File: config.mk
export PLATFORM = sky130hd
export DESIGN_NAME = vid_region_seq
export DESIGN_NICKNAME = d
export VERILOG_FILES = /design/src/rtl/vid_region_seq.sv
export SDC_FILE = /design/constraint.sdc
export NUM_CORES = 1
export LEC_CHECK = 0
export BUFFER_PORTS_ARGS = -buffer_cell sky130_fd_sc_hd__clkbuf_2
export CAP_MARGIN = 30
export CORE_MARGIN = 3
export CORE_UTILIZATION = 40
export CTS_CLUSTER_DIAMETER = 30
export DETAILED_ROUTE_END_ITERATION = 12
export PLACE_DENSITY = 0.56
export SYNTH_ARGS = -nofsm -noshare
export SYNTH_HDL_FRONTEND = slang
export SYNTH_SLANG_ARGS = --single-unit
File: constraint.sdc
create_clock -name clk -period 20.6 [get_ports clk]
set_clock_uncertainty 0.15 [all_clocks]
set_input_delay 4.12 -clock clk [delete_from_list [all_inputs] [get_ports clk]]
set_output_delay 4.12 -clock clk [all_outputs]
set_load 0.05 [all_outputs]
File: src/rtl/vid_region_seq.sv
module vid_region_seq #(
  parameter int HW = 12,
  parameter int VW = 11
) (
  input  logic          clk,
  input  logic          rst,
  input  logic          en,
  input  logic          cfg_video_mode,
  input  logic          cfg_burst,
  input  logic [HW-1:0] hsa,
  input  logic [HW-1:0] hbp,
  input  logic [HW-1:0] hact,
  input  logic [HW-1:0] hline,
  input  logic [VW-1:0] vsa,
  input  logic [VW-1:0] vbp,
  input  logic [VW-1:0] vact,
  input  logic [VW-1:0] vfp,
  input  logic          pol_hs_low,
  input  logic          pol_vs_low,
  input  logic          pol_de_low,
  input  logic          pol_pix_fall,
  input  logic          lp_vsa_en,
  input  logic          lp_vbp_en,
  input  logic          lp_vact_en,
  input  logic          lp_vfp_en,
  input  logic          lp_hfp_en,
  input  logic          lp_cmd_en,
  output logic          hsync,
  output logic          vsync,
  output logic          de,
  output logic          pix_fall,
  output logic [HW-1:0] hcnt,
  output logic [VW+1:0] vcnt,
  output logic [1:0]    vregion,
  output logic [1:0]    hregion,
  output logic          lp_ok,
  output logic          lp_cmd_ok,
  output logic          frame_start,
  output logic          cfg_err
);
  localparam int HS = HW + 2;
  localparam int VS = VW + 2;

  logic          started;
  logic [HW-1:0] s_hsa, s_hbp, s_hact, s_hline;
  logic [VW-1:0] s_vsa, s_vbp, s_vact, s_vfp;
  logic [3:0]    s_pol;
  logic [5:0]    s_lp;

  logic [HS-1:0] h1, h2, h3, hpos;
  logic [VS-1:0] v1, v2, v3, vtot;
  logic          run, bad, live, eol, eof;
  logic          hs_a, vs_a, de_a, lp_reg;

  assign run  = en & cfg_video_mode & cfg_burst;
  assign h1   = {2'b00, s_hsa};
  assign h2   = h1 + {2'b00, s_hbp};
  assign h3   = h2 + {2'b00, s_hact};
  assign v1   = {2'b00, s_vsa};
  assign v2   = v1 + {2'b00, s_vbp};
  assign v3   = v2 + {2'b00, s_vact};
  assign vtot = v3 + {2'b00, s_vfp};
  assign hpos = {2'b00, hcnt};

  assign bad  = ({2'b00, s_hline} <= h3) | (vtot == '0);
  assign live = started & ~bad;
  assign eol  = hcnt == s_hline - 1'b1;
  assign eof  = eol & (vcnt == vtot - 1'b1);

  always_ff @(posedge clk) begin
    if (rst) begin
      started <= 1'b0;
      hcnt    <= '0;
      vcnt    <= '0;
      s_hsa   <= '0;
      s_hbp   <= '0;
      s_hact  <= '0;
      s_hline <= '0;
      s_vsa   <= '0;
      s_vbp   <= '0;
      s_vact  <= '0;
      s_vfp   <= '0;
      s_pol   <= '0;
      s_lp    <= '0;
    end else if (!run || !started || bad || eof) begin
      started <= run;
      hcnt    <= '0;
      vcnt    <= '0;
      s_hsa   <= hsa;
      s_hbp   <= hbp;
      s_hact  <= hact;
      s_hline <= hline;
      s_vsa   <= vsa;
      s_vbp   <= vbp;
      s_vact  <= vact;
      s_vfp   <= vfp;
      s_pol   <= {pol_pix_fall, pol_de_low, pol_vs_low, pol_hs_low};
      s_lp    <= {lp_cmd_en, lp_hfp_en, lp_vfp_en, lp_vact_en, lp_vbp_en, lp_vsa_en};
    end else begin
      hcnt <= eol ? '0 : hcnt + 1'b1;
      if (eol) vcnt <= vcnt + 1'b1;
    end
  end

  always_comb begin
    if (!live)          vregion = 2'd0;
    else if (vcnt < v1) vregion = 2'd0;
    else if (vcnt < v2) vregion = 2'd1;
    else if (vcnt < v3) vregion = 2'd2;
    else                vregion = 2'd3;

    if (!live)          hregion = 2'd0;
    else if (hpos < h1) hregion = 2'd0;
    else if (hpos < h2) hregion = 2'd1;
    else if (hpos < h3) hregion = 2'd2;
    else                hregion = 2'd3;

    case (vregion)
      2'd0:    lp_reg = s_lp[0];
      2'd1:    lp_reg = s_lp[1];
      2'd3:    lp_reg = s_lp[3];
      default: lp_reg = (hregion == 2'd3) ? s_lp[4] :
                        (hregion == 2'd2) ? 1'b0 : s_lp[2];
    endcase
  end

  assign hs_a        = live & (hregion == 2'd0);
  assign vs_a        = live & (vregion == 2'd0);
  assign de_a        = live & (vregion == 2'd2) & (hregion == 2'd2);
  assign hsync       = hs_a ^ s_pol[0];
  assign vsync       = vs_a ^ s_pol[1];
  assign de          = de_a ^ s_pol[2];
  assign pix_fall    = s_pol[3];
  assign lp_ok       = live & lp_reg;
  assign lp_cmd_ok   = lp_ok & s_lp[5];
  assign frame_start = live & (hcnt == '0) & (vcnt == '0);
  assign cfg_err     = started & bad;
endmodule


==> impl_results.md <==
* Setup TNS at 0 ns
* Syn-to-layout area delta at 13.50%
* Max H-tree Level at 4
* Fin. Hold Viols at 0
* Reg2reg end: s_vsa[6]
* Yosys reg bits at 128
* Hold buffers post-CTS at 0
* Final setup viols at 0
* Fraction of power spent switching nets at 35.03%
* Clock slew at reported path FFs at 0.06 ns
* Setup crit end: lp_cmd_ok
* DRC viols at 0
* Post-Synthesis Cells at approximately 1300
* Die X at 173.3 um
* Rel. slew slack at 43.16%
* Cell variety after synth at 77
* Critical path's slowest cell: a2111oi_0
* Count leader, synth: nand2b_1
* Top post-synthesis cells by count: nand2b_1 (219), ha_1 (144), dfxtp_1 (128), mux2i_1 (109), inv_1 (90)
* Clock root buffer: clkbuf_16
* Crit Path Max Fanout at 5
* # fillers at 2778
* Peak Freq at 91.76 MHz
* Clock power frac at 35.6%
* Die Ht at 173.3 um
* GPL Wtd Cong at 0.8350
* CP Launch Point: s_vsa[0]
* Final net count at between 1500 and 2000
* Latest clock arrival within the worst-skew pair at ~0.43 ns
* Final Core Density at 46.63%
* Async SR Flop Fraction at 0%
* CP peak stage delay at 0.51 ns
* Most area-consuming cells after synthesis: dfxtp_1 (23%), ha_1 (16%), nand2b_1 (12%)
* Initial DRC count at slightly below 400
* DR vias/cell at 5.049
* Vias in the first global route at 8948
* Crit path launch type: flop
* Seq pwr share at 31.6%
* Worst VDD drop at 0.00005277 V
* Critical Path RT at around 16 ns
* I/O Buffers at about 140
* Synth Area per Inst at ~8.7 um2
* Worst r2r path cells at 24
* Commonest register cell after synthesis: dfxtp_1
* Remaining Overflow, GRT at 0
* Core area at roughly 0.027 mm2
* CP most frequent cell: a21oi_1
* Inst Count DP at 1763
* Largest net degree at the start of global routing at 116
* Routed WL at 28.24 mm
* Post-DP HPWL at 21.88 mm
* Net count after synthesis at 1548
* Critical Path End Type: output pin
* CP Data Arrival Time at 6.63 ns
* Comb pwr share at 32.8%
* WS Path Type: reg2out
* Internal power at ~0.55 mW
* Max Cap Viol at 0
* Reg2reg setup slack at 13.14 ns
* Post-CTS setup buffer count at 0
* Final Power at between 0.8 and 0.9 mW
* Seq/Total Area, Yosys at 22.89%
* Via count at 9063
* Reg-to-reg startpoint: s_vsa[0]
* Final Max Tran Viols at 0
* First-pass GRT wire length at 46.04 mm
* # diodes at 0
* Initial Util at 41.09%
* Die Footprint at 0.03004 mm2
* Cell taking the most area after synthesis: dfxtp_1
* Antenna Nets Post-Route at 0
* Final setup margin at just under 10 ns
* CTS tree: yes
* P per Cell Area at around 67 mW/mm2
* Reg area at ~0.0026 mm2
* Post-route minimum period at between 10 and 15 ns
* Post-CTS resize count at 0
* Leak Pwr at between 5 and 6 nW
* Tcrit/Tclk final at 52.90%
* # IOs at 144
* Outcome: completed
* Post-synth EDFFs at 0
* CTS Buffer Depth at 2
* Initial antenna violation count at 0
* Worst-Margin Slew at 0.8525 ns
* Synth top area share at between 20% and 30%
* Cell Area, Synth at between 0.01 and 0.015 mm2
* Multi-input gate area at 0.008001 mm2
* Post-placement worst setup slack at about 10 ns
* Synth warnings at 0
* Drt first pass iters at 5
* DR WL/cell at 15.73 um
* Non-filler cells, final at ~1800
* RSZ-0062 raised after global routing: no
* Num rows at 60
* CTS buffer count at 17
* Gr usage total at about a fifth
* Worst hold path class: reg2reg
* Share of cells above drive strength 1 at 14.41%
* Sw Pwr at 0.2984 mW
* Clk sinks at between 100 and 150
==> metal layers <==
layer	GRT usage, %	part of all wire (%)	wire length, um
met1	26.94	51	14490
met2	28.56	43	12050
met3	3.614	4.4	1252
met4	5.304	1.6	447
met5	0	0	0
==> placed cells by master, fill, tap and decap left out, types with 4 or more instances in the layout <==
master,n
clkbuf_16,17
ha_1,144
nand2_1,39
a21oi_1,63
o2111ai_1,5
nor3_1,14
dfxtp_1,128
or3_1,5
buf_4,4
fa_1,5
xor2_1,44
o211ai_1,5
mux2i_1,109
inv_1,90
nor4_1,9
o21a_1,12
o31ai_1,4
nand2b_1,219
a211oi_1,9
nor2b_1,14
o21ai_0,29
nand3_1,24
clkbuf_2,142
o21bai_1,14
a31oi_1,4
nor2_1,66
a21o_1,37
inv_6,6
nand4_1,16
and3_1,10
xnor2_1,59
==> cell families (layout without fill, tap and decap cells) <==
family                   after synthesis  count (layout)  synth area share (%)
AND/OR/NAND/NOR                      443             443                 22.89
adder cells (fa/ha/maj)              149             149                 16.99
multiplexers                         110             110                 9.845
flip-flops                           128             128                 22.89
buffers and inverters                138             269                 5.654
AO/OA/AOI/OAI                        219             219                 13.34
XOR/XNOR                             105             105                 8.403
==> stage by stage <==
stage	hold WS (ns)	instance area (um2)
after floorplan	0.2971	11200
after global placement	0.3114	12110
after detailed placement	0.3168	12140
after CTS	0.3281	12710
after global routing	0.3407	12710
final	0.3285	12710
==> flip-flops by register name (all words and copies together), names as in the netlist, 11 cells and up <==
| signal | cells |
|---|---|
| vcnt | 13 |
| s_hline | 12 |
| s_vact | 11 |
| s_hsa | 12 |
| s_vbp | 11 |
| s_hbp | 12 |
| s_vsa | 11 |
| s_hact | 12 |
| hcnt | 12 |
| s_vfp | 11 |
==> layout make-up <==
| cell class | count | area share, % |
|---|---|---|
| inverter | 90 | 2.658 |
| timing repair buffer | 147 | 6.045 |
| tap | 372 | 3.663 |
| clock buffer | 17 | 3.347 |
| sequential | 128 | 20.16 |
| clock inverter | 15 | 1.162 |
| multi-input combinational | 1026 | 62.96 |
==> worst min-delay path by stage <==
stage	to	slack, ns	from	cells past startpoint
final	s_hbp[8]	0.33	s_hbp[8]	2
after global routing	s_lp[2]	0.34	s_lp[2]	2
after CTS	s_lp[5]	0.33	s_lp[5]	2
after detailed placement	s_lp[5]	0.32	s_lp[5]	2
after global placement	s_lp[5]	0.31	s_lp[5]	2
after floorplan	s_lp[5]	0.30	s_lp[5]	2
==> worst max-delay path, delay by kind of cell, from the launching register on <==
kind            cells  cell delay, ns
xor+xnor            2            0.42
mux                 2            0.18
flops               1            0.33
buf+inv             1            0.37
simple gates        7            1.18
compound gates     12            2.48
fa+ha+maj           4            1.26
==> power groups by stage <==
| stage | sequential (mW) | clock [mW] | combinational (mW) |
|---|---|---|---|
| after floorplan | 0.271 | 0 | 0.222 |
| after global placement | 0.275 | 0 | 0.274 |
| after detailed placement | 0.275 | 0 | 0.279 |
| after CTS | 0.269 | 0.311 | 0.281 |
| after global routing | 0.271 | 0.320 | 0.316 |
| final | 0.269 | 0.303 | 0.280 |
Note: power is estimated with default switching activity, not from simulation.
